<file path="config.mk">
export PLATFORM = sky130hd
export DESIGN_NAME = fetch_mode_tracker
export DESIGN_NICKNAME = d
export VERILOG_FILES = /design/src/rtl/fmt_pkg.sv /design/src/rtl/fmt_decode.sv /design/src/rtl/fmt_target.sv /design/src/rtl/fmt_link.sv /design/src/rtl/fmt_state.sv /design/src/rtl/fetch_mode_tracker.sv
export SDC_FILE = /design/constraint.sdc
export NUM_CORES = 1
export LEC_CHECK = 0
export ABC_AREA = 1
export ABC_CLOCK_PERIOD_IN_PS = 2300
export BUFFER_PORTS_ARGS = -buffer_cell sky130_fd_sc_hd__buf_4
export CAP_MARGIN = 20
export CORE_UTILIZATION = 57
export CTS_BUF_LIST = sky130_fd_sc_hd__clkbuf_8
export DETAILED_ROUTE_END_ITERATION = 6
export PLACE_DENSITY = 0.84
export SLEW_MARGIN = 20
export SYNTH_ARGS = -nofsm -noshare
export SYNTH_HDL_FRONTEND = slang
export SYNTH_SLANG_ARGS = --single-unit
</file>
<file path="constraint.sdc">
create_clock -name clk -period 2.3 [get_ports clk]
set_input_delay 0.345 -clock clk [delete_from_list [all_inputs] [get_ports clk]]
set_output_delay 0.345 -clock clk [all_outputs]
set_load 0.02 [all_outputs]
</file>
<file path="src/rtl/fmt_pkg.sv">
package fmt_pkg;

  typedef enum logic [2:0] {
    XK_JMP      = 3'd0,
    XK_CALL     = 3'd1,
    XK_JREG     = 3'd2,
    XK_CALLREG  = 3'd3,
    XK_CALLX    = 3'd4,
    XK_JX       = 3'd5,
    XK_CALLXPC  = 3'd6,
    XK_NONE     = 3'd7
  } xfer_kind_e;

  typedef struct packed {
    logic take;   // redirect happens
    logic fault;  // misaligned register target
    logic link;   // link register written
    logic mode;   // mode after the transfer
  } xfer_dec_t;

endpackage

</file>
<file path="src/rtl/fmt_decode.sv">
module fmt_decode
  import fmt_pkg::*;
(
  input  logic       xfer_valid,
  input  xfer_kind_e kind,
  input  logic [1:0] tgt_lo,
  input  logic       cur_mode,
  output xfer_dec_t  dec
);

  logic reg_misaligned;

  always_comb begin
    reg_misaligned = (tgt_lo == 2'b10);
    dec = '{take: 1'b0, fault: 1'b0, link: 1'b0, mode: cur_mode};
    if (xfer_valid) begin
      case (kind)
        XK_JMP: dec.take = 1'b1;
        XK_CALL: begin
          dec.take = 1'b1;
          dec.link = 1'b1;
        end
        XK_JREG, XK_CALLREG: begin
          if (reg_misaligned) begin
            dec.fault = 1'b1;
          end else begin
            dec.take = 1'b1;
            dec.link = (kind == XK_CALLREG);
            dec.mode = tgt_lo[0];
          end
        end
        XK_CALLX, XK_CALLXPC: begin
          dec.take = 1'b1;
          dec.link = 1'b1;
          dec.mode = 1'b1;
        end
        XK_JX: begin
          dec.take = 1'b1;
          dec.mode = 1'b1;
        end
        default: ;
      endcase
    end
  end

endmodule

</file>
<file path="src/rtl/fmt_target.sv">
module fmt_target
  import fmt_pkg::*;
#(
  parameter int AW = 32
) (
  input  xfer_kind_e      kind,
  input  logic [AW-1:0]   xfer_pc,
  input  logic [AW-1:0]   xfer_tgt,
  input  logic            cur_mode,
  output logic [AW-1:0]   next_pc
);

  logic [AW-1:0] rel_sum;

  always_comb begin
    rel_sum = xfer_pc + xfer_tgt;
    case (kind)
      XK_JMP, XK_CALL:
        next_pc = cur_mode ? {xfer_tgt[AW-1:1], 1'b0}
                           : {xfer_tgt[AW-1:2], 2'b00};
      XK_CALLXPC:
        next_pc = {rel_sum[AW-1:1], 1'b0};
      default:
        next_pc = {xfer_tgt[AW-1:1], 1'b0};
    endcase
  end

endmodule

</file>
<file path="src/rtl/fmt_link.sv">
module fmt_link #(
  parameter int AW = 32
) (
  input  logic [AW-1:0] xfer_pc,
  input  logic          cur_mode,
  output logic [AW-1:0] link_nxt
);

  localparam logic [AW-1:0] STEP_DENSE = AW'(2);
  localparam logic [AW-1:0] STEP_STD   = AW'(4);

  logic [AW-1:0] seq_pc;

  always_comb begin
    seq_pc   = xfer_pc + (cur_mode ? STEP_DENSE : STEP_STD);
    link_nxt = {seq_pc[AW-1:1], cur_mode};
  end

endmodule

</file>
<file path="src/rtl/fmt_state.sv">
module fmt_state
  import fmt_pkg::*;
#(
  parameter int            AW        = 32,
  parameter logic [AW-1:0] RESET_VEC = AW'('h1000)
) (
  input  logic          clk,
  input  logic          rst,
  input  xfer_dec_t     dec,
  input  logic [AW-1:0] next_pc,
  input  logic [AW-1:0] link_nxt,
  output logic          mode_q,
  output logic [AW-1:0] pc_q,
  output logic          redirect_q,
  output logic          link_we_q,
  output logic [AW-1:0] link_q,
  output logic          fault_q
);

  always_ff @(posedge clk) begin
    if (rst) begin
      mode_q     <= 1'b0;
      pc_q       <= RESET_VEC;
      redirect_q <= 1'b0;
      link_we_q  <= 1'b0;
      link_q     <= '0;
      fault_q    <= 1'b0;
    end else begin
      redirect_q <= dec.take;
      link_we_q  <= dec.take & dec.link;
      fault_q    <= dec.fault;
      if (dec.take) begin
        pc_q   <= next_pc;
        mode_q <= dec.mode;
      end
      if (dec.take && dec.link) begin
        link_q <= link_nxt;
      end
    end
  end

endmodule

</file>
<file path="src/rtl/fetch_mode_tracker.sv">
module fetch_mode_tracker
  import fmt_pkg::*;
#(
  parameter int            AW        = 32,
  parameter logic [AW-1:0] RESET_VEC = AW'('h1000)
) (
  input  logic          clk,
  input  logic          rst,
  input  logic          xfer_valid,
  input  logic [2:0]    xfer_kind,
  input  logic [AW-1:0] xfer_pc,
  input  logic [AW-1:0] xfer_tgt,
  output logic          dense_mode,
  output logic [AW-1:0] fetch_pc,
  output logic          redirect_vld,
  output logic          link_we,
  output logic [AW-1:0] link_val,
  output logic          align_fault
);

  xfer_kind_e    kind;
  xfer_dec_t     dec;
  logic [AW-1:0] next_pc;
  logic [AW-1:0] link_nxt;

  assign kind = xfer_kind_e'(xfer_kind);

  fmt_decode u_dec (
    .xfer_valid (xfer_valid),
    .kind       (kind),
    .tgt_lo     (xfer_tgt[1:0]),
    .cur_mode   (dense_mode),
    .dec        (dec)
  );

  fmt_target #(.AW(AW)) u_tgt (
    .kind     (kind),
    .xfer_pc  (xfer_pc),
    .xfer_tgt (xfer_tgt),
    .cur_mode (dense_mode),
    .next_pc  (next_pc)
  );

  fmt_link #(.AW(AW)) u_lnk (
    .xfer_pc  (xfer_pc),
    .cur_mode (dense_mode),
    .link_nxt (link_nxt)
  );

  fmt_state #(.AW(AW), .RESET_VEC(RESET_VEC)) u_st (
    .clk        (clk),
    .rst        (rst),
    .dec        (dec),
    .next_pc    (next_pc),
    .link_nxt   (link_nxt),
    .mode_q     (dense_mode),
    .pc_q       (fetch_pc),
    .redirect_q (redirect_vld),
    .link_we_q  (link_we),
    .link_q     (link_val),
    .fault_q    (align_fault)
  );

endmodule

</file>
# --- After elaboration in Yosys (flattened, before gate mapping) ---
# Cells that the tools add are included.
op_classes:
  n_addsub: 2
  eq_ne: 8
  muxes: 11
  bitwise: 3
  reduce_logical: 10
op_table:
  columns: ["operator", "n"]
  rows:
  - ["adder 32 bit", 2]
  - ["case mux 32 bit (2 select lines)", 1]
  - ["== test 3 bit (second input constant)", 3]
  - ["OR reduction 3 bit", 3]
  - ["== test 3 x 2 -> 1 bit (second input constant)", 2]
  - ["case mux 1 bit (2 select lines)", 3]
  - ["OR reduction 5 bit", 1]
  - ["two-way mux 2 bit", 2]
  - ["two-way mux 4 bit", 1]
  - ["AND reduction 4 bit", 1]
  - ["OR reduction 2 bit", 2]
  - ["== test 3 x 1 -> 1 bit (second input constant)", 1]
  - ["zero test 3 bit", 1]
  - ["two-way mux 1 bit", 3]
  - ["two-way mux 3 bit", 1]
  - ["== test 2 bit (second input constant)", 1]
  - ["inequality test 2 bit (second input constant)", 1]
  - ["inverter 1 bit", 2]
  - ["nonzero test 2 bit", 1]
  - ["AND 1 bit", 1]
  - ["logical AND 1 bit", 1]
totals:
  reg_bits: 68
  out_inout_bits: 68
  word_cells: 40

# --- Longest topological paths before layout ---
# Gate-level depths: netlist of run 1.
logic_depth:
  ltp_word: 5
  depth_mapped: 15

# --- By module ---
# A second synthesis of run 1 with hierarchy kept.
unflattened:
  cells_unflattened: 1145
  hier_area_um2: 6319.8
modules_own_cells:
  columns: ["mod", "n_inst", "cells_each", "area_each_um2", "seq_area_each_um2"]
  rows:
  - ["fmt_target", 1, 577, 2776.4, 0.0]
  - ["fmt_state", 1, 354, 2507.4, 1361.3]
  - ["fmt_link", 1, 188, 924.6, 0.0]
  - ["fmt_decode", 1, 26, 111.4, 0.0]

# --- Worst setup path after synthesis of run 1 ---
# OpenSTA, ideal clock, no wires.
synth_path:
  kind: "register -> register"
  from: "reg u_st.mode_q"
  to: "reg u_st.link_q[31]"
  arrival_ns: 1.724
  required_time_ns: 2.184
  setup_slack_ns: 0.459
  stages_incl_launch_ff: 12
  n_path_buf: 0
  period_less_slack_ns: 1.841
  path_cell_list: "dfxtp_1 > inv_1 > fa_1 > nand3_1 > nor2_1 > nand3_1 > inv_1 > nand2_1 > or2_0 > nand3_1 > o211ai_1 > inv_1"
synth_between:
  elab_chain_cells: 2
synth_rtl:
  columns: ["item", "line", "source"]
  rows:
  - ["start: declaration", "fmt_state.sv:12", "output logic mode_q,"]
  - ["start signal: assignment", "fmt_state.sv:34", "mode_q <= dec.mode;"]
  - ["two-way mux 3 bit", "fmt_link.sv:15", "seq_pc = xfer_pc + (cur_mode ? STEP_DENSE : STEP_STD);"]
  - ["adder 32 bit", "fmt_link.sv:15", null]
  - ["end signal: assignment", "fmt_state.sv:37", "link_q <= link_nxt;"]
  - ["end: declaration", "fmt_state.sv:16", "output logic [AW-1:0] link_q,"]
# No other way between the ends.
# A chain may end at the register's enable or synchronous reset.

# --- Final worst setup path of run 1 ---
layout_path:
  from: "reg u_st.mode_q"
  to: "reg u_st.link_q[25]"
# Same word-level chain as after synthesis.

==> run metrics, run 1 <==
outcome=finished with violations; failing checks=DRC; Reg clk slew, reported paths=0.09 ns; via count=6,786; Worst Path Arrival=2.41 ns; Netlist cell types=40; MaxCap Viol Count=0; Clock Path Buffers=2; synth warn=0; average wire per cell in the routed design=14.6 um; Finished Layout Cells=1,266; vias in the first global route=5,959; Root Buffer=clkbuf_8; Port Buffers=136; post-route cell area=7130 um^2; Fillers=883; post-layout minimum cycle time=2.15 ns; hold violation total from the final report=0; Worst-Margin Slew=0.572 ns; Avg Cell Area, Syn=5.83 um^2; DR iter-0 viols=424; placer congestion estimate=0.985; NumNets Final=1,232; leakage power=3.88 nW; EDFF count, synth=0; Fmax achieved=465 MHz; crit start category=flop; DRT Wirelength=18,500 um; initial antenna violation count=0; Cells after Synth=997; clk_skew=0.00481 ns; drt first pass iters=7; maximum net fanout on the critical path=5; placed insts=1,250; synthesized cell area=5820 um^2; Post-synth ARST share=0%; sequential area share after synthesis=23.1%; WS Path Type=flop to flop; Area growth syn-to-layout=22.6%; fraction of layout instances using a drive strength above 1=16.2%; Setup TNS Final=0 ns; register area=1340 um^2; CP endpoint kind=flop; Die Ht=103 um; Slew Limit Fails=0; Num Clock Sinks=67; # Post-CTS Setup Buffers=0; hold path endpoint=u_st.pc_q[12]$_SDFFE_PP1P_; syn nets=1,101; die footprint=10,600 um^2; antenna cells=0; final setup vio count=0; placed cell area=6950 um^2; R2R depth=11; Multi-input gate area=3750 um^2; RSZ-0062 raised after global routing=no; Max-slew headroom=61.8%; Starting Density=59.2%; core area=9820 um^2; WHS Path Cells=3; R2R Path End=u_st.link_q[25]$_SDFFE_PP0P_; worst endpoint required time=2.56 ns; Clk Latency, worst-skew pair=0.36 ns; antenna-violating nets left=0; Hold Crit Start=xfer_tgt[12]; register-to-register setup slack=0.15 ns; placement row count=36; final hold slack=0.258 ns; PwrDens=491 nW/um^2; period utilization=93.5%; GRT Overall Usage=35.7%; CTS Buf Count=9; Max VDD drop=0.274 mV; # DRC=1; Die Width=103 um; Ports=138; reg-to-reg startpoint=u_st.mode_q$_SDFFE_PP0P_; crit path from=u_st.mode_q$_SDFFE_PP0P_; # resized after CTS=0; first-pass GRT wire length=28,700 um; top_reg_cell synth=dfxtp_1; drt via density=5.36; Remaining Overflow, GRT=0; placed wire-length estimate=14,300 um; hold crit path type=input pin to flop; # hold bufs at CTS=0; CTS tree=built; #FFs+latches synth=67; largest net degree at the start of global routing=47; H-tree depth=3
report_power, final:
group          switching (W)  total [W]  leakage [nW]  internal, W
Combinational       0.000786    0.00126          3.24     0.000476
Sequential         0.0000493    0.00129         0.551      0.00124
Clock               0.000508   0.000951        0.0925     0.000443
Total                0.00134    0.00350          3.88      0.00216
synth_stat cells, types with 7 or more instances:
library cell    n  area (um^2)
nand3_1        71          355
nand4_1        10         62.6
o21ai_0        44          220
nor2_1         68          255
a21oi_1        77          385
clkbuf_1       14         52.6
dfxtp_1        67         1340
o21a_1         12         90.1
xor2_1         15          131
ha_1           32          400
nand2_1       332         1250
inv_1         158          593
nor3_1         13         65.1
buf_2           7         35.0
xnor2_1         7         61.3
nand2_2         7         43.8
o211ai_1        9         67.6
placed cells by master (no fill, tap or decap), drive strengths merged, types with 3 or more instances in the layout:
cell type,count
nand2,339
inv,163
buf,143
a21oi,77
nand3,73
nor2,71
dfxtp,67
o21ai,48
ha,32
nor3,16
xor2,15
o21a,12
clkbuf,11
nand4,11
o211ai,9
xnor2,7
or2,7
a21o,5
clkinv,5
nand3b,4
and2,4
o21bai,3
flip-flops by register name (all words and copies together), names as in the netlist:
| register | count |
|---|---|
| u_st.link_q | 32 |
| u_st.pc_q | 31 |
| u_st.fault_q | 1 |
| u_st.link_we_q | 1 |
| u_st.mode_q | 1 |
| u_st.redirect_q | 1 |
logic make-up (layout without fill, tap and decap cells):
kind of cell / Yosys count / after routing / synth area share [%]
buffers and inverters: 188 / 324 / 12.4
other: 1 / 1 / 0.0645
AO/OA/AOI/OAI: 158 / 158 / 15.0
adder cells (fa/ha/maj): 34 / 34 / 7.57
AND/OR/NAND/NOR: 527 / 527 / 38.6
XOR/XNOR: 22 / 22 / 3.31
flip-flops: 67 / 67 / 23.1
final cells by class:
cell class                      instances  share of cell area (%)
Inverter                              165                    8.70
Multi-Input combinational cell        742                    52.6
Sequential cell                        67                    18.8
Clock inverter                          5                   0.403
Clock buffer                           11                    2.12
Timing Repair Buffer                  143                    15.0
Tap cell                              133                    2.33
metrics by stage:
stage	util, %	setup WS (ns)	total power (W)
2_1_floorplan	-	0.459	0.00209
3_3_place_gp	70.8	0.0884	0.00254
3_5_place_dp	70.8	0.0569	0.00255
4_1_cts	72.7	0.200	0.00349
5_1_grt	72.7	0.0199	0.00370
6_report	72.7	0.149	0.00350
routing by layer:
metal / GRT usage, % / wire [um] / vias to the layer above / part of all wire (%)
li1: - / - / 3422 / -
met1: 48.5 / 8150 / 3005 / 44
met2: 57.8 / 8210 / 307 / 44
met3: 4.41 / 1550 / 52 / 8.4
met4: 13.7 / 542 / 0 / 2.9
met5: 0 / 0 / - / 0
how the worst max path moves through the flow:
stage	depth (start not counted)	endpoint
floorplan	11	u_st.link_q[31]$_SDFFE_PP0P_
global placement	16	u_st.pc_q[22]$_SDFFE_PP0P_
detailed placement	16	u_st.pc_q[22]$_SDFFE_PP0P_
CTS	11	u_st.link_q[25]$_SDFFE_PP0P_
global route	11	u_st.link_q[25]$_SDFFE_PP0P_
finish	11	u_st.link_q[25]$_SDFFE_PP0P_
critical path, cell delays in order, from the launching register on:
cell	delay, ns
dfxtp_1	0.42
ha_1	0.22
fa_1	0.25
nand3_1	0.17
nor2_1	0.21
nand2_1	0.11
nor2_1	0.29
nand2_1	0.12
nand2_1	0.09
nand3_1	0.06
nand2_1	0.08
inv_1	0.03
Note: power is estimated with default switching activity, not from simulation.
==> inputs of run 2 (changes only) <==
==> constraint.sdc (replaced) <==
create_clock -name clk -period 2.3 [get_ports clk]
set_input_delay 0 -clock clk [delete_from_list [all_inputs] [get_ports clk]]
set_output_delay 0 -clock clk [all_outputs]
set_load 0.02 [all_outputs]
==> run 2 against run 1 <==
- the run now ends clean
- clock power grew 17%
- die area is the same
- wire length shrank 0.29%
- flip-flop and latch count is the same
- final area grew 4.2%
- sequential share of layout area shrank 0.75 points
- maximum frequency grew 1.8%
- cell count grew 2.0%
- sequential power is essentially flat
- non-clock buffer count grew 26
- critical path type is now input pin to flop
- largest power group unchanged
- highest routed layer unchanged
==> run metrics, run 2 (synthesis gave the netlist of run 1 again) <==
outcome=completed; # resized after CTS=0 (unchanged); H-tree depth=3 (unchanged); worst endpoint required time=2.54 ns (-0.02 ns); post-layout minimum cycle time=2.11 ns (-0.0379 ns); utilization after layout=75.7% (+3.0 points); drt via density=5.33 (-0.64%); Die Width=103 um (unchanged); initial antenna violation count=0 (unchanged); Finished Layout Cells=1,291 (+2.0%); most frequent cells in the layout=nand2_1 (332), inv_1 (158), buf_4 (142); via count=6,876 (+1.3%); PwrDens=497 nW/um^2 (+1.2%); GR Util met3=4.47% (+0.068 points); hold violation total from the final report=0 (unchanged); fraction of layout instances using a drive strength above 1=15.8% (-0.44 points); crit start category=input pin; Fmax achieved=473 MHz (+1.8%); final setup vio count=0 (unchanged); CP endpoint kind=flop; MaxCap Viol Count=0 (unchanged); Clock Path Buffers=2 (unchanged); WS Path Type=input pin to flop; leakage power=4.01 nW (+3.3%); RSZ-0062 raised after global routing=no; largest net degree at the start of global routing=47 (unchanged); drt first pass iters=5 (-2); placement row count=36 (unchanged); commonest non-fill, non-tap cell in the layout=nand2_1; Port Buffers=136 (unchanged); die footprint=10,600 um^2 (unchanged); GRT Overall Usage=35.1% (-0.59 points); Num Clock Sinks=67 (unchanged); Area growth syn-to-layout=27.8%; Fillers=866 (-1.9%); placed wire-length estimate=14,100 um (-1.1%); GR Layer Usage met1=45.9% (-2.5 points); # hold bufs at CTS=27 (+27); period utilization=91.9% (-1.6 points); placed cell area=6950 um^2 (-0.11%); # Post-CTS Setup Buffers=0 (unchanged); # DRC=0 (-1); DRT Wirelength=18,400 um (-0.29%); CTS Buf Count=9 (unchanged); average wire per cell in the routed design=14.3 um (-2.2%); Reg clk slew, reported paths=0.08 ns (about the same); placer congestion estimate=0.988 (+0.29%); Starting Density=59.2% (unchanged); Root Buffer=clkbuf_8; Worst Path Arrival=2.35 ns (-0.06 ns); Remaining Overflow, GRT=0 (unchanged); Net Sw Power=0.00134 W (about the same); switching part of the total=36.3% (-2.0 points); NumNets Final=1,258 (+2.1%); Worst-Margin Slew=0.588 ns (+0.0154 ns); Max VDD drop=0.328 mV (+20%); antenna-violating nets left=0 (unchanged); Ports=138 (unchanged); Clk Latency, worst-skew pair=0.35 ns (about the same); register area=1340 um^2 (unchanged); hold crit path type=input pin to flop; DR iter-0 viols=397 (-6.4%); core area=9820 um^2 (unchanged); Multi-input gate area=3750 um^2 (unchanged); vias in the first global route=6,060 (+1.7%); Int Pwr=0.00235 W (+8.8%); post-route cell area=7430 um^2 (+4.2%); clk_skew=0.00881 ns (+0.00400 ns); maximum net fanout on the critical path=33 (+28); placed insts=1,249 (-0.080%); met2 GRT Util=60.4% (+2.6 points); antenna cells=0 (unchanged); clock network power share=30.1% (+3.0 points); Slew Limit Fails=0 (unchanged); GRT busiest layer=met2; largest register by flop count=u_st.link_q; Setup TNS Final=0 ns (unchanged); part of the power in combinational logic=34.9% (-1.1 points); first-pass GRT wire length=28,900 um (+0.55%); Largest regs=u_st.link_q x32, u_st.pc_q x31; CTS tree=built; max reg flops=32 (unchanged); Max-slew headroom=60.8% (-1.0 points); Die Ht=103 um (unchanged); Seq pwr share=34.9% (-2.0 points)
-- run 2: power groups by stage --
stage                     combinational, W  clock [W]  sequential [W]
after floorplan                   0.000678          0         0.00141
after global placement             0.00121          0         0.00131
after detailed placement           0.00122          0         0.00132
after CTS                          0.00127    0.00112         0.00129
after global routing               0.00143    0.00118         0.00130
final                              0.00129    0.00111         0.00129
-- run 2: layout make-up --
cell class,instances,share of cell area (%)
Multi-Input combinational cell,742,50.5
Sequential cell,67,18.0
Timing Repair Buffer,169,18.0
Inverter,165,8.35
Tap cell,133,2.24
Clock buffer,9,1.67
Clock inverter,6,1.23
-- run 2: worst max-delay path: stages --
cell and delay (ns):
dlygate4sd3_1 0.54, buf_4 0.13, inv_1 0.08, nand2_1 0.06, nand3_1 0.09, nand3_1 0.10
nand2_2 0.10, buf_4 0.34, a21oi_1 0.10, o21ai_0 0.19, a31oi_1 0.05, dlygate4sd3_1 0.55
-- run 2: worst paths after layout --
| check | start | end | slack [ns] | cells after the start |
|---|---|---|---|---|
| min reg2reg | u_st.pc_q[23]$_SDFFE_PP0P_ | u_st.pc_q[23]$_SDFFE_PP0P_ | 0.47 | 2 |
| max reg2reg | u_st.mode_q$_SDFFE_PP0P_ | u_st.link_q[31]$_SDFFE_PP0P_ | 0.28 | 11 |
| min | xfer_tgt[1] | u_st.pc_q[1]$_SDFFE_PP0P_ | 0.02 | 3 |
| max | xfer_tgt[0] | u_st.mode_q$_SDFFE_PP0P_ | 0.19 | 12 |
-- run 2: metrics by stage --
stage	hold slack (ns)	setup slack, ns	power, W
detailed placement	0.275	0.358	0.00254
global placement	0.271	0.473	0.00253
global route	0.0215	0.0199	0.00390
floorplan	0.0911	0.459	0.00209
CTS	0.0121	0.266	0.00368
finish	0.0205	0.187	0.00370
-- run 2: layer usage --
metal	vias to the layer above	part of all wire [%]
met5	-	0
met4	0	2.5
met3	45	8.1
met2	317	46
met1	3044	44
li1	3470	-
